===== src/rtl/seg_agu_pkg.sv =====
package seg_agu_pkg;

    typedef enum logic [1:0] {
        AM_DIRECT   = 2'd0,
        AM_REG      = 2'd1,
        AM_REG_DISP = 2'd2,
        AM_RSVD     = 2'd3
    } amode_e;

    typedef enum logic [2:0] {
        PR_AX = 3'd0,
        PR_CX = 3'd1,
        PR_DX = 3'd2,
        PR_BX = 3'd3,
        PR_SP = 3'd4,
        PR_BP = 3'd5,
        PR_SI = 3'd6,
        PR_DI = 3'd7
    } preg_e;

    typedef enum logic [1:0] {
        AC_NONE    = 2'd0,
        AC_BASED   = 2'd1,
        AC_INDEXED = 2'd2
    } aclass_e;

endpackage


===== src/rtl/seg_agu_ptr_sel.sv =====
module seg_agu_ptr_sel
    import seg_agu_pkg::*;
#(
    parameter int unsigned OFS_W = 16
) (
    input  logic [1:0]       mode_i,
    input  logic [2:0]       sel_i,
    input  logic [OFS_W-1:0] bx_i,
    input  logic [OFS_W-1:0] bp_i,
    input  logic [OFS_W-1:0] si_i,
    input  logic [OFS_W-1:0] di_i,
    output logic [OFS_W-1:0] ptr_o,
    output logic             stack_o,
    output logic [1:0]       cls_o,
    output logic             bad_o
);

    logic             needs_ptr;
    logic [OFS_W-1:0] ptr_raw;
    logic             stack_raw;
    logic [1:0]       cls_raw;
    logic             bad_raw;

    always_comb begin
        needs_ptr = (mode_i == AM_REG) || (mode_i == AM_REG_DISP);
        ptr_raw   = '0;
        stack_raw = 1'b0;
        cls_raw   = AC_NONE;
        bad_raw   = 1'b0;
        case (sel_i)
            PR_BX: begin
                ptr_raw = bx_i;
                cls_raw = AC_BASED;
            end
            PR_BP: begin
                ptr_raw   = bp_i;
                stack_raw = 1'b1;
                cls_raw   = AC_BASED;
            end
            PR_SI: begin
                ptr_raw = si_i;
                cls_raw = AC_INDEXED;
            end
            PR_DI: begin
                ptr_raw = di_i;
                cls_raw = AC_INDEXED;
            end
            default: bad_raw = 1'b1;
        endcase
    end

    always_comb begin
        if (needs_ptr && !bad_raw) begin
            ptr_o   = ptr_raw;
            stack_o = stack_raw;
            cls_o   = cls_raw;
        end else begin
            ptr_o   = '0;
            stack_o = 1'b0;
            cls_o   = AC_NONE;
        end
        bad_o = needs_ptr && bad_raw;
    end

endmodule


===== src/rtl/seg_agu_offset.sv =====
module seg_agu_offset
    import seg_agu_pkg::*;
#(
    parameter int unsigned OFS_W   = 16,
    parameter int unsigned SHORT_W = 8
) (
    input  logic [1:0]       mode_i,
    input  logic [OFS_W-1:0] ptr_i,
    input  logic [OFS_W-1:0] disp_i,
    input  logic             short_i,
    output logic [OFS_W-1:0] ea_o
);

    localparam int unsigned EXT_W = OFS_W - SHORT_W;

    logic [OFS_W-1:0] disp_ext;

    always_comb begin
        if (short_i) begin
            disp_ext = {{EXT_W{disp_i[SHORT_W-1]}}, disp_i[SHORT_W-1:0]};
        end else begin
            disp_ext = disp_i;
        end
        case (mode_i)
            AM_REG:      ea_o = ptr_i;
            AM_REG_DISP: ea_o = ptr_i + disp_ext;
            default:     ea_o = disp_ext;
        endcase
    end

endmodule


===== src/rtl/seg_agu_phys.sv =====
module seg_agu_phys #(
    parameter int unsigned OFS_W = 16,
    parameter int unsigned SHIFT = 4
) (
    input  logic [OFS_W-1:0]       seg_i,
    input  logic [OFS_W-1:0]       ea_i,
    output logic [OFS_W+SHIFT-1:0] phys_o
);

    localparam int unsigned PHYS_W = OFS_W + SHIFT;

    logic [PHYS_W-1:0] seg_shifted;
    logic [PHYS_W-1:0] ea_wide;

    always_comb begin
        seg_shifted = {seg_i, {SHIFT{1'b0}}};
        ea_wide     = {{SHIFT{1'b0}}, ea_i};
        phys_o      = seg_shifted + ea_wide;
    end

endmodule


===== src/rtl/seg_ea_gen.sv =====
module seg_ea_gen
    import seg_agu_pkg::*;
#(
    parameter int unsigned OFS_W      = 16,
    parameter int unsigned SHIFT      = 4,
    parameter int unsigned SHORT_W    = 8,
    parameter bit          REGISTERED = 1'b1
) (
    input  logic                   clk,
    input  logic                   rst,
    input  logic                   in_valid,
    input  logic [1:0]             mode,
    input  logic [2:0]             ptr_sel,
    input  logic [OFS_W-1:0]       bx_val,
    input  logic [OFS_W-1:0]       bp_val,
    input  logic [OFS_W-1:0]       si_val,
    input  logic [OFS_W-1:0]       di_val,
    input  logic [OFS_W-1:0]       disp,
    input  logic                   disp_short,
    input  logic [OFS_W-1:0]       ds_val,
    input  logic [OFS_W-1:0]       ss_val,
    output logic                   out_valid,
    output logic                   bad_ptr,
    output logic                   seg_stack,
    output logic [1:0]             addr_class,
    output logic [OFS_W-1:0]       ea,
    output logic [OFS_W+SHIFT-1:0] phys
);

    localparam int unsigned PHYS_W = OFS_W + SHIFT;

    typedef struct packed {
        logic              valid;
        logic              bad;
        logic              stack;
        logic [1:0]        cls;
        logic [OFS_W-1:0]  ea;
        logic [PHYS_W-1:0] phys;
    } agu_out_t;

    logic [OFS_W-1:0]  ptr_w;
    logic              stack_w;
    logic [1:0]        cls_w;
    logic              bad_w;
    logic [OFS_W-1:0]  ea_w;
    logic [OFS_W-1:0]  seg_w;
    logic [PHYS_W-1:0] phys_w;
    agu_out_t          comb_d;

    seg_agu_ptr_sel #(.OFS_W(OFS_W)) u_ptr (
        .mode_i  (mode),
        .sel_i   (ptr_sel),
        .bx_i    (bx_val),
        .bp_i    (bp_val),
        .si_i    (si_val),
        .di_i    (di_val),
        .ptr_o   (ptr_w),
        .stack_o (stack_w),
        .cls_o   (cls_w),
        .bad_o   (bad_w)
    );

    seg_agu_offset #(.OFS_W(OFS_W), .SHORT_W(SHORT_W)) u_ofs (
        .mode_i  (mode),
        .ptr_i   (ptr_w),
        .disp_i  (disp),
        .short_i (disp_short),
        .ea_o    (ea_w)
    );

    assign seg_w = stack_w ? ss_val : ds_val;

    seg_agu_phys #(.OFS_W(OFS_W), .SHIFT(SHIFT)) u_phys (
        .seg_i  (seg_w),
        .ea_i   (ea_w),
        .phys_o (phys_w)
    );

    always_comb begin
        comb_d.valid = in_valid;
        comb_d.bad   = bad_w;
        comb_d.stack = stack_w;
        comb_d.cls   = cls_w;
        comb_d.ea    = bad_w ? '0 : ea_w;
        comb_d.phys  = bad_w ? '0 : phys_w;
    end

    generate
        if (REGISTERED) begin : g_reg
            agu_out_t out_d;
            agu_out_t out_q;

            always_comb begin
                out_d       = out_q;
                out_d.valid = in_valid;
                if (in_valid) begin
                    out_d = comb_d;
                end
            end

            always_ff @(posedge clk) begin
                if (rst) begin
                    out_q <= '0;
                end else begin
                    out_q <= out_d;
                end
            end

            assign out_valid  = out_q.valid;
            assign bad_ptr    = out_q.bad;
            assign seg_stack  = out_q.stack;
            assign addr_class = out_q.cls;
            assign ea         = out_q.ea;
            assign phys       = out_q.phys;

            a_r8_bad_zeroes: assert property (@(posedge clk) disable iff (rst)
                bad_ptr |-> (ea == '0 && phys == '0 && addr_class == AC_NONE && !seg_stack));

            a_r6_stack_is_based: assert property (@(posedge clk) disable iff (rst)
                seg_stack |-> (addr_class == AC_BASED));

            a_r9_valid_follows: assert property (@(posedge clk) disable iff (rst)
                in_valid |=> out_valid);

            a_r9_hold_idle: assert property (@(posedge clk) disable iff (rst)
                !in_valid |=> ($stable(ea) && $stable(phys) && !out_valid));

            a_r2_direct_data_seg: assert property (@(posedge clk) disable iff (rst)
                (in_valid && (mode == AM_DIRECT || mode == AM_RSVD))
                    |=> (!seg_stack && !bad_ptr && addr_class == AC_NONE));

            a_r10_reset_clears: assert property (@(posedge clk)
                rst |=> (!out_valid && ea == '0 && phys == '0 && !bad_ptr));
        end else begin : g_comb
            assign out_valid  = comb_d.valid;
            assign bad_ptr    = comb_d.bad;
            assign seg_stack  = comb_d.stack;
            assign addr_class = comb_d.cls;
            assign ea         = comb_d.ea;
            assign phys       = comb_d.phys;
        end
    endgenerate

endmodule


===== config.mk =====
export PLATFORM = sky130hd
export DESIGN_NAME = seg_ea_gen
export DESIGN_NICKNAME = d
export VERILOG_FILES = /design/src/rtl/seg_agu_pkg.sv /design/src/rtl/seg_agu_ptr_sel.sv /design/src/rtl/seg_agu_offset.sv /design/src/rtl/seg_agu_phys.sv /design/src/rtl/seg_ea_gen.sv
export SDC_FILE = /design/constraint.sdc
export NUM_CORES = 1
export LEC_CHECK = 0
export BUFFER_PORTS_ARGS = -buffer_cell sky130_fd_sc_hd__buf_4
export CAP_MARGIN = 20
export CORE_MARGIN = 2
export CORE_UTILIZATION = 41
export DETAILED_ROUTE_END_ITERATION = 10
export HOLD_SLACK_MARGIN = 0.06
export PLACE_DENSITY = 0.76
export SKIP_CTS_REPAIR_TIMING = 1
export SKIP_LAST_GASP = 1
export SLEW_MARGIN = 20
export SYNTH_ARGS = -nofsm -noshare
export SYNTH_HDL_FRONTEND = slang
export SYNTH_HIERARCHICAL = 1
export SYNTH_SLANG_ARGS = --single-unit

===== constraint.sdc =====
create_clock -name clk -period 4.4 [get_ports clk]
set_input_delay 0.22 -clock clk [delete_from_list [all_inputs] [get_ports clk]]
set_output_delay 0.22 -clock clk [all_outputs]
set_load 0.01 [all_outputs]

Yosys cells after proc, flatten, opt, wreduce, memory -nomap -nowiden
Cells that the tools add are included.

Magnitude comparators: 0. Bitwise operators: 0. Mux-type cells: 13. Eq/ne operators: 6. Add/subtract/negate cells: 2. Reduce and logical (&&, ||, !) cells: 6. Shifts and indexed selects: 0. Divide/modulo/power cells: 0. Multipliers: 0.

Operator list (number): $mux W16 (4); $pmux W16 S4 (1); $mux W41 (1); $pmux W16 S2 (1); $add A20 B16 Y20 (1); $mux W20 (1); $add A16 B16 Y16 (1); $eq A3 B3 Y1 const B (3); $pmux W2 S2 (1); $reduce_or A2 Y1 (2); $reduce_or A4 Y1 (1); $eq A3 B2 Y1 const B (1); $mux W1 (3); $eq A2 B1 Y1 const B (1); $eq A2 B2 Y1 const B (1); $logic_and A1 B1 Y1 (2); $mux W2 (1); $logic_or A1 B1 Y1 (1).

Bits in registers: 41. Latch bits: 0. Output and inout bits: 41. Word-level logic and storage cells: 33. Bits of input ports: 121. Memories kept: 0. Bits in writable memories: 0. ROM bits: 0.

Longest topological paths before layout
Gate-level depths: netlist (run 1).

Depth after elaboration: 9. Mapped depth: 22. Depth with buffers taken out: 20.

Cells and area by module
Netlist (run 1), hierarchy kept.

Modules (own cells, without submodules): seg_ea_gen (cells each 191, sequential area each 820.8 sq um, area an instance 1839.3 sq um, instances 1); seg_agu_offset (cells each 182, sequential area each 0.0 sq um, area an instance 1192.4 sq um, instances 1); seg_agu_phys (cells each 110, sequential area each 0.0 sq um, area an instance 838.3 sq um, instances 1); seg_agu_ptr_sel (cells each 86, sequential area each 0.0 sq um, area an instance 656.9 sq um, instances 1).

Worst setup path after synthesis (run 1)
No wires, ideal clock.

Kind: input-to-reg. Start point: input port ptr_sel[2]. End point: register g_reg.out_q, in the netlist phys[14]. Buffers on the path: 2. Setup slack: 0.441 ns. Arrival time: 3.827 ns. Required time: 4.268 ns. Stages on the path: 21. Setup time: 0.132 ns. Cell sequence: buf_6 > and3b_1 > buf_6 > a32oi_1 > a21oi_1 > ha_1 > inv_1 > fa_1 > nor2b_1 > o211ai_1 > a21oi_1 > o21ai_0 > mux2_2 > o21ai_0 > ha_1 > a21o_1 > a221oi_4 > o21ai_0 > xor2_1 > nand3b_1 > a21oi_1.

Cells in the longest elaborated chain, start to end: 8. Elaborated cells between the ends (all ways): 17. Those cells by class: add/sub: 2; eq/ne: 4; mux: 8; reduce/logical: 3.

RTL lines: from (decl) (RTL line seg_ea_gen.sv:13) `input logic [2:0] ptr_sel,`; $eq A3 B2 Y1 or $eq A3 B3 Y1 (tied branches) (RTL line seg_agu_ptr_sel.sv:30) `case (sel_i)`; $reduce_or A4 Y1 (no source line); $logic_and A1 B1 Y1 (RTL line seg_agu_ptr_sel.sv:53) `if (needs_ptr && !bad_raw) begin`; $mux W16 (*) (RTL line seg_agu_ptr_sel.sv:53); named net ptr_w[0] (RTL line seg_ea_gen.sv:41) `logic [OFS_W-1:0] ptr_w;`; $add A16 B16 Y16 (*) (RTL line seg_agu_offset.sv:26) `AM_REG_DISP: ea_o = ptr_i + disp_ext;`; $pmux W16 S2 (*) (RTL line seg_agu_offset.sv:24) `case (mode_i)`; named net ea_w[8] (RTL line seg_ea_gen.sv:45) `logic [OFS_W-1:0] ea_w;`; $add A20 B16 Y20 (*) (RTL line seg_agu_phys.sv:18) `phys_o = seg_shifted + ea_wide;`; named net phys_w[14] (RTL line seg_ea_gen.sv:47) `logic [PHYS_W-1:0] phys_w;`; $mux W20 (*) (RTL line seg_ea_gen.sv:85) `comb_d.phys = bad_w ? '0 : phys_w;`; to (signal assigned) (RTL line seg_ea_gen.sv:105) `out_q <= out_d;`; to (decl) (RTL line seg_ea_gen.sv:91) `agu_out_t out_q;`.

Mark *: on every way through the listed nets, which the timed path passes. The rest lies on a longest branch. A chain may end at the register's enable or synchronous reset.

Worst setup path in the final report (run 1)
Start point: input port ptr_sel[2]. End point: register g_reg.out_q, in the netlist phys[18].

The elaborated chain is that of the path after synthesis.

==> flow_metrics.py, run 1 <==
metrics = {
    "status": {
        "status": "completed",
    },
    "clock_network": {
        "cts_tree": "yes",
        "h-tree-depth": 2,
        "cts.sinks": 41,
        "cts_buffer_depth": 2,
        "worst_skew_pair.late_latency_ps": 290,
        "clk_pin_slew_worst_paths_ps": 70,
        "cts_root_buf": "clkbuf_8",
        "numCtsBuffers": 5,
    },
    "floorplan": {
        "rows": 38,
        "fp.dieW_um": 109,
        "die_h_um": 109,
        "io_pins": 162,
        "fp.dieArea_um2": 11900,
        "core_um2": 10800,
        "initial_core_util_pct": 41.9,
    },
    "final_layout": {
        "diodes": 0,
        "postLayoutCellArea_um2": 5890,
        "drive_gt1_share_pct": 34.8,
        "area_growth_pct": 30.1,
        "nNetsFinal": 873,
        "stdcell_count": 861,
        "utilization_pct": 54.6,
    },
    "sta": {
        "whs_ps": 359,
        "period_needed_ps": 4200,
        "worst_slack_ps": 196,
        "fin_crit_sh_pct": 95.5,
        "fin_worst_skew_ps": 0,
        "fmax_mhz": 238,
        "setup_viol": 0,
        "fin_tns_setup_ps": 0,
        "slew_violations": 0,
        "rsz0062_at_grt": "true",
        "worst_pin_slew_ps": 661,
        "hold_violations": 0,
        "slew_headroom_pct": 55.9,
    },
    "routing": {
        "vias_per_cell": 5.56,
        "wirelength_met1_um": 6000,
        "ant_nets": 0,
        "route.met3.wl_um": 608,
        "wire_per_inst_um": 15.8,
        "dr.first_iter.drc_count": 275,
        "top_layer": "met4",
        "finalWirelength_um": 13600,
        "drcViolationCount": 0,
        "met2_length_um": 6800,
        "via_count": 4790,
        "first_pass_iters": 6,
    },
    "placement": {
        "dpl.hpwl_um": 10900,
        "port_buffers": 161,
        "place_area_um2": 5780,
        "gp_congestion": 0.896,
        "pre_cts_ws_ps": -52.0,
        "placed_cells": 852,
    },
    "setup_path": {
        "critPathCaptureType": "flop",
        "cp.required_ps": 4620,
        "critPathKind": "primary input to flop",
        "arrival_ps": 4420,
        "path_max_fanout": 10,
        "cp-start-kind": "primary input",
    },
    "synthesis": {
        "synthCells": 569,
        "synthTopCellsByArea": "dfxtp_1 (18%), a21oi_1 (9.4%), mux2_2 (8.2%)",
        "yosysMostFrequentCell": "a21oi_1",
        "synth-edff-count": 0,
        "avgSynthCellArea_um2": 7.96,
        "synth-seq-area-share_pct": 18.1,
        "async_flop_share_pct": 0,
        "synth_commonest_cells": "a21oi_1 (85), nand2_1 (45), dfxtp_1 (41)",
        "syn_area_um2": 4530,
        "synth_top_area_cell": "dfxtp_1",
        "synth.distinct_cells": 66,
        "yosys_warnings": 6,
        "synth_top_area_share_pct": 18.1,
        "synth-seq-cells": 41,
        "syn_nets": 721,
        "synthFlopType": "dfxtp_1",
    },
    "global_route": {
        "track_usage_pct": 22.4,
        "grt_pass1_wl_um": 21500,
        "grt_max_degree": 78,
        "grt-ovfl-total": 0,
        "grt_pass1_vias": 4669,
        "antenna_found_initial": 0,
    },
    "hold_path": {
        "hold_class": "primary input to flop",
    },
    "pwr": {
        "p_per_area_nw_per_um2": 231,
        "p_leak_nw": 2.54,
        "vdd_ir_drop_max_v": 0.000138,
        "power_mw": 1.36,
    },
    "job": {
        "maxCapViolations": 0,
    },
}
==> registers in the layout, indices dropped and copies added (netlist names) <==
signal / count
bad_ptr: 1
seg_stack: 1
out_valid: 1
addr_class: 2
phys: 20
ea: 16
==> where the power goes <==
group	internal [mW]	total (mW)	switching, mW
Sequential	0.403	0.420	0.0178
Clock	0.124	0.249	0.125
Combinational	0.339	0.692	0.353
Total	0.866	1.36	0.496
==> worst paths after layout <==
kind	start	endpoint	slack [ps]	cells after the start
worst max-delay path	ptr_sel[2]	phys[18]	200	19
worst max register to register	ea[10]	ea[10]	3770	2
worst min register to register	ea[1]	ea[1]	470	2
worst min-delay path	rst	addr_class[1]	360	2
==> cell type report <==
cell class | count | area [um^2]
Clock buffer | 7 | 86.3
Tap cell | 140 | 175
Sequential cell | 41 | 821
Fill cell | 1022 | 4900
Inverter | 26 | 97.6
Timing Repair Buffer | 185 | 1390
Multi-Input combinational cell | 462 | 3320
==> critical path: stages <==
cell      delay (ps)
buf_4            150
maj3_2           350
nand2_2          100
buf_4            130
a21oi_1           70
ha_1             400
o211ai_1         130
o21ai_2          230
a31oi_1          210
or4_4            540
a221oi_2         280
a31oi_1          100
ha_2             430
nand2_1          100
or3_1            340
or3_1            320
nand3_1           90
nand3b_1          70
a21oi_1          160
==> cells in the final DEF, fill, tap and decap left out, types with 5 or more instances in the layout <==
master | synthesis | layout
xor2_1 | 11 | 11
clkbuf_8 | 2 | 6
nor2_1 | 14 | 14
xnor2_1 | 12 | 12
dfxtp_1 | 41 | 41
ha_1 | 29 | 28
a32oi_1 | 16 | 16
buf_4 | 7 | 185
a22oi_1 | 7 | 7
nand3b_1 | 37 | 37
o21ai_0 | 28 | 28
a221oi_1 | 5 | 5
mux2_2 | 33 | 33
inv_1 | 26 | 26
a21oi_1 | 85 | 85
o211ai_1 | 5 | 5
a21o_1 | 5 | 5
nand2_1 | 45 | 45
nand3_1 | 7 | 7
nand2b_1 | 40 | 40
==> routing by layer <==
metal  global-route usage [%]  up-vias
li1                         -     2390
met1                     28.7     2230
met2                     39.8      148
met3                     2.27       22
met4                     5.77        0
met5                        0        -
==> cell families (layout without fill, tap and decap cells) <==
kind of cell / count (synthesis) / in the layout / synth area share, %
AOI/OAI and AO/OA: 189 / 189 / 27.3
xor gates and xnor gates: 23 / 23 / 4.45
adders and majority gates: 32 / 32 / 9.15
buffers and inverters: 66 / 218 / 8.82
DFF: 41 / 41 / 18.1
muxes: 37 / 37 / 9.09
and+or+nand+nor: 181 / 181 / 23.1
Power figures use the tool's default switching activity.
==> inputs of run 2 (changes only) <==
--- a/config.mk
+++ b/config.mk
@@ -7,11 +7,14 @@
 export LEC_CHECK = 0
 export BUFFER_PORTS_ARGS = -buffer_cell sky130_fd_sc_hd__buf_4
 export CAP_MARGIN = 20
+export CELL_PAD_IN_SITES_DETAIL_PLACEMENT = 1
+export CELL_PAD_IN_SITES_GLOBAL_PLACEMENT = 2
+export CORE_ASPECT_RATIO = 1.1
 export CORE_MARGIN = 2
-export CORE_UTILIZATION = 41
+export CORE_UTILIZATION = 24
 export DETAILED_ROUTE_END_ITERATION = 10
 export HOLD_SLACK_MARGIN = 0.06
-export PLACE_DENSITY = 0.76
+export PLACE_DENSITY = 0.79
 export SKIP_CTS_REPAIR_TIMING = 1
 export SKIP_LAST_GASP = 1
 export SLEW_MARGIN = 20
==> flow_metrics.py, run 2 (synthesis results as in run 1) <==
metrics = {
    "routing": {
        "drcViolationCount": 0,
        "ant_nets": 0,
        "dr.first_iter.drc_count": 239,
        "first_pass_iters": 4,
        "wire_per_inst_um": 16.9,
        "via_count": 4983,
        "vias_per_cell": 4.93,
        "finalWirelength_um": 17100,
    },
    "placement": {
        "port_buffers": 161,
        "dpl.hpwl_um": 13800,
        "place_area_um2": 6230,
        "gp_congestion": 0.892,
        "pre_cts_ws_ps": -84.8,
    },
    "setup_path": {
        "cp-start-kind": "primary input",
        "crit_path_top_delay_cell": "or4_4",
        "worst-path-stages": 19,
        "path_max_fanout": 14,
        "reg2reg_depth": 2,
        "crit_buf_inv": 2,
        "critPathKind": "primary input to flop",
        "cp.required_ps": 4620,
        "critPathCaptureType": "flop",
        "critical_path.cell_chain": "buf_4, maj3_2, nand2_2, buf_6, a21oi_1, ha_1, o211ai_1, o21ai_2, a31oi_2, or4_4, a221oi_2, a31oi_1, ha_2, nand2_1, or3_1, or3_1, nand3_1, nand3b_1, a21oi_1",
        "critPathMaxStageDelay_ps": 510,
        "crit_family": "simple AND/OR/NAND/NOR gates",
        "arrival_ps": 4400,
    },
    "pwr": {
        "p_leak_nw": 2.81,
        "p_per_area_nw_per_um2": 256,
        "vdd_ir_drop_max_v": 0.000157,
        "power_mw": 1.66,
    },
    "final_layout": {
        "utilization_pct": 35.2,
        "final_common_cell": "buf_4",
        "largest_register_ffs": 20,
        "drive_gt1_share_pct": 39.9,
        "final_cell_mix": "buf_4 (228), a21oi_1 (81), nand2_1 (45), dfxtp_1 (41), nand2b_1 (40)",
        "postLayoutCellArea_um2": 6490,
        "nNetsFinal": 918,
        "area_growth_pct": 43.5,
        "diodes": 0,
    },
    "clock_network": {
        "worst_skew_pair.late_latency_ps": 290,
        "cts_buffer_depth": 2,
        "numCtsBuffers": 5,
        "cts_root_buf": "clkbuf_16",
        "cts_tree": "yes",
        "clk_pin_slew_worst_paths_ps": 60,
        "h-tree-depth": 2,
        "cts.sinks": 41,
    },
    "sta": {
        "hold_violations": 0,
        "fin_crit_sh_pct": 95.2,
        "slew_headroom_pct": 51.7,
        "fmax_mhz": 239,
        "fin_worst_skew_ps": 0,
        "worst_slack_ps": 213,
        "period_needed_ps": 4190,
        "worst_pin_slew_ps": 725,
        "setup_viol": 0,
        "slew_violations": 0,
    },
    "floorplan": {
        "rows": 52,
        "fp.dieArea_um2": 20000,
        "initial_core_util_pct": 24.5,
        "core_um2": 18500,
        "fp.dieW_um": 135,
        "die_h_um": 148,
        "io_pins": 162,
    },
    "global_route": {
        "grt_pass1_wl_um": 26300,
        "track_usage_pct": 16.4,
        "grt_max_degree": 78,
        "grt-ovfl-total": 0,
        "grt_pass1_vias": 5142,
        "antenna_found_initial": 0,
    },
    "job": {
        "maxCapViolations": 0,
    },
    "hold_path": {
        "min_delay_path_depth": 2,
        "hold_class": "primary input to flop",
    },
    "status": {
        "status": "completed",
    },
}
[run 2: power by group]
part | total [mW] | switching [mW] | internal [mW]
sequential | 0.423 | 0.0199 | 0.403
combinational | 0.800 | 0.395 | 0.404
clock | 0.437 | 0.154 | 0.283
total | 1.66 | 0.569 | 1.09
[run 2: cell type report]
cell class / instances / area [um^2]
Clock buffer: 6 / 139
Clock inverter: 2 / 37.5
Fill cell: 2282 / 12000
Inverter: 26 / 97.6
Multi-Input combinational cell: 462 / 3350
Sequential cell: 41 / 821
Tap cell: 243 / 304
Timing Repair Buffer: 230 / 1740
[run 2: final timing paths]
kind	end	slack, ps	start
worst min-delay path	bad_ptr	360	rst
worst min register to register	phys[16]	470	phys[16]
worst max register to register	ea[9]	3700	ea[9]
worst max-delay path	phys[18]	210	ptr_sel[2]
[run 2: per-layer routing]
layer / GRT usage, % / part of all wire [%] / vias to the layer above / routed length [um]
li1: - / - / 2471 / -
met1: 20.0 / 43 / 2371 / 7330
met2: 30.7 / 52 / 125 / 8810
met3: 1.65 / 4.1 / 16 / 699
met4: 3.91 / 1.5 / 0 / 250
met5: 0 / 0 / - / 0
[run 2: per-stage QoR]
| step | hold slack, ps | instances | TNS (ps) |
|---|---|---|---|
| floorplan | 292 | 569 | 0 |
| global placement | 461 | 997 | 0 |
| detailed placement | 465 | 997 | -255 |
| CTS | 354 | 1005 | 0 |
| global route | 376 | 1010 | -37.8 |
| finish | 356 | 1010 | 0 |
==> inputs of run 3 (changes only) <==
--- a/config.mk
+++ b/config.mk
@@ -5,6 +5,7 @@
 export SDC_FILE = /design/constraint.sdc
 export NUM_CORES = 1
 export LEC_CHECK = 0
+export ABC_AREA = 1
 export BUFFER_PORTS_ARGS = -buffer_cell sky130_fd_sc_hd__buf_4
 export CAP_MARGIN = 20
 export CELL_PAD_IN_SITES_DETAIL_PLACEMENT = 1
@@ -14,7 +15,7 @@
 export CORE_UTILIZATION = 24
 export DETAILED_ROUTE_END_ITERATION = 10
 export HOLD_SLACK_MARGIN = 0.06
-export PLACE_DENSITY = 0.79
+export PLACE_DENSITY = 0.86
 export SKIP_CTS_REPAIR_TIMING = 1
 export SKIP_LAST_GASP = 1
 export SLEW_MARGIN = 20
==> flow_metrics.py, run 3 <==
metrics = {
    "pwr": {
        "p_sw_mw": 0.606,
        "power_mw": 1.62,
        "p_int_mw": 1.01,
        "p_comb_share_pct": 43.7,
        "vdd_ir_drop_max_v": 0.000161,
        "p_clk_share_pct": 30.1,
        "switching_share_pct": 37.4,
        "share_seq_of_total_power_pct": 26.3,
        "p_per_area_nw_per_um2": 259,
        "p_leak_nw": 3.28,
    },
    "routing": {
        "ant_nets": 0,
        "finalWirelength_um": 19200,
        "via_count": 5765,
        "first_pass_iters": 4,
        "drcViolationCount": 0,
        "vias_per_cell": 4.73,
        "dr.first_iter.drc_count": 264,
        "wire_per_inst_um": 15.7,
    },
    "sta": {
        "rsz0062_at_grt": "false",
        "fin_crit_sh_pct": 84.6,
        "worst_pin_slew_ps": 882,
        "fin_tns_setup_ps": 0,
        "slew_violations": 0,
        "fin_worst_skew_ps": 0,
        "fmax_mhz": 269,
        "slew_headroom_pct": 41.2,
        "period_needed_ps": 3720,
        "setup_viol": 0,
        "hold_violations": 0,
    },
    "synthesis": {
        "synth_top_area_share_pct": 20.6,
        "synth-seq-cells": 41,
        "syn_area_um2": 4800,
        "yosysMostFrequentCell": "nand2_1",
        "synthTopCellsByArea": "nand2_1 (21%), dfxtp_1 (17%), a21oi_1 (8.8%)",
        "async_flop_share_pct": 0,
        "synth_commonest_cells": "nand2_1 (263), inv_1 (102), a21oi_1 (84)",
        "synth-edff-count": 0,
        "synthFlopType": "dfxtp_1",
        "syn_nets": 987,
        "synth.distinct_cells": 38,
        "synthCells": 835,
        "avgSynthCellArea_um2": 5.75,
        "yosys_warnings": 6,
        "synth_top_area_cell": "nand2_1",
        "synth-seq-area-share_pct": 17.1,
    },
    "clock_network": {
        "numCtsBuffers": 5,
        "h-tree-depth": 2,
        "cts_buffer_depth": 2,
        "cts_root_buf": "clkbuf_16",
        "clk_pin_slew_worst_paths_ps": 60,
        "cts_tree": "yes",
        "worst_skew_pair.late_latency_ps": 290,
        "cts.sinks": 41,
    },
    "setup_path": {
        "reg2reg_depth": 2,
        "critPathCaptureType": "flop",
        "r2r_slack_ps": 3700,
        "critPathKind": "primary input to flop",
        "cp.required_ps": 4620,
        "path_max_fanout": 33,
        "cp-start-kind": "primary input",
        "arrival_ps": 3940,
    },
    "status": {
        "status": "completed",
    },
    "final_layout": {
        "final_cell_mix": "nand2_1 (263), buf_4 (170), inv_1 (102), a21oi_1 (84), nand3_1 (66)",
        "final_common_cell": "nand2_1",
        "drive_gt1_share_pct": 21.8,
        "stdcell_count": 1219,
        "area_growth_pct": 30.3,
        "postLayoutCellArea_um2": 6260,
        "nNetsFinal": 1118,
        "largest_register_ffs": 20,
        "diodes": 0,
    },
    "floorplan": {
        "io_pins": 162,
        "fp.dieArea_um2": 21200,
        "die_h_um": 152,
        "rows": 54,
        "fp.dieW_um": 139,
        "core_um2": 19700,
        "initial_core_util_pct": 24.3,
    },
    "hold_path": {
        "min_delay_path_depth": 2,
        "hold_class": "primary input to flop",
    },
    "placement": {
        "port_buffers": 161,
        "placed_cells": 1211,
        "gp_congestion": 0.860,
        "place_area_um2": 6070,
        "dpl.hpwl_um": 15500,
    },
    "global_route": {
        "grt_pass1_vias": 5936,
        "track_usage_pct": 17.6,
        "grt_max_degree": 42,
        "antenna_found_initial": 0,
        "grt_pass1_wl_um": 30700,
        "grt-ovfl-total": 0,
    },
    "job": {
        "maxCapViolations": 0,
    },
}
-- run 3: changes by cell type after synthesis, sizes merged, moves of 10 or more --
cell	previous run	this run
nand2	46	271
inv	26	105
nand3	7	68
nor2	14	75
nand4	4	52
nand2b	40	0
mux2	33	0
nand3b	37	4
buf	24	41
a32oi	16	0
clkbuf	16	5
xnor2	12	2
-- run 3: path summary, 6_finish.rpt --
check | start | end
worst max-delay path | ptr_sel[1] | phys[19]
worst min-delay path | rst | out_valid
worst max register to register | phys[19] | phys[19]
worst min register to register | phys[18] | phys[18]
-- run 3: layout make-up --
class	count	area, um^2
clock buffers	5	125
clock inverters	3	68.8
fillers	2636	13500
inverters	107	407
multi-input cells	641	3250
flip-flops and latches	41	821
well taps	252	315
repair buffers	170	1280
-- run 3: power by group through the flow --
stage / clock network (mW) / registers, mW / logic [mW]
2_1_floorplan: 0 / 0.442 / 0.437
3_5_place_dp: 0 / 0.434 / 0.711
6_report: 0.487 / 0.426 / 0.707
4_1_cts: 0.501 / 0.426 / 0.715
3_3_place_gp: 0 / 0.433 / 0.705
5_1_grt: 0.514 / 0.430 / 0.795
-- run 3: logic make-up (layout without fill, tap and decap cells) --
logic type	after synthesis	count (layout)	synth area share [%]
AND/OR/NAND/NOR	486	486	45.2
flip-flops	41	41	17.1
adder cells (fa/ha/maj)	31	31	8.39
AO/OA/AOI/OAI	115	115	12.2
XOR/XNOR	9	9	1.80
buffers and inverters	153	285	15.3
-- run 3: per-stage QoR --
| stage | hold WS [ps] | util, % | worst slack (ps) |
|---|---|---|---|
| after floorplan | 445 | - | 1180 |
| after global placement | 456 | 30.8 | 409 |
| after detailed placement | 459 | 30.8 | 389 |
| after CTS | 377 | 31.7 | 667 |
| after global routing | 400 | 31.7 | 171 |
| final | 382 | 31.7 | 677 |
-- run 3: critical path: stages --
cell,delay (ps)
buf_4,310
nand2_2,150
nor2_4,190
nand2_1,70
nand2_1,60
nor2_1,40
nor2_1,150
ha_1,190
inv_1,60
fa_1,350
inv_1,120
nand2_1,70
nand3_1,120
nand2_1,120
nand3_1,100
nand3_1,70
a21oi_1,300
ha_1,390
nand2_2,110
inv_1,60
nand2_1,60
nand2_1,60
a21oi_1,170
nand3_1,90
nand2_1,70
nand3_1,70
a21oi_1,150
-- run 3: per-layer routing --
layer | track usage, % | wire length [um]
met4 | 3.13 | 240
met2 | 31.2 | 9120
met1 | 23.0 | 8850
met5 | 0 | 0
met3 | 2.61 | 952
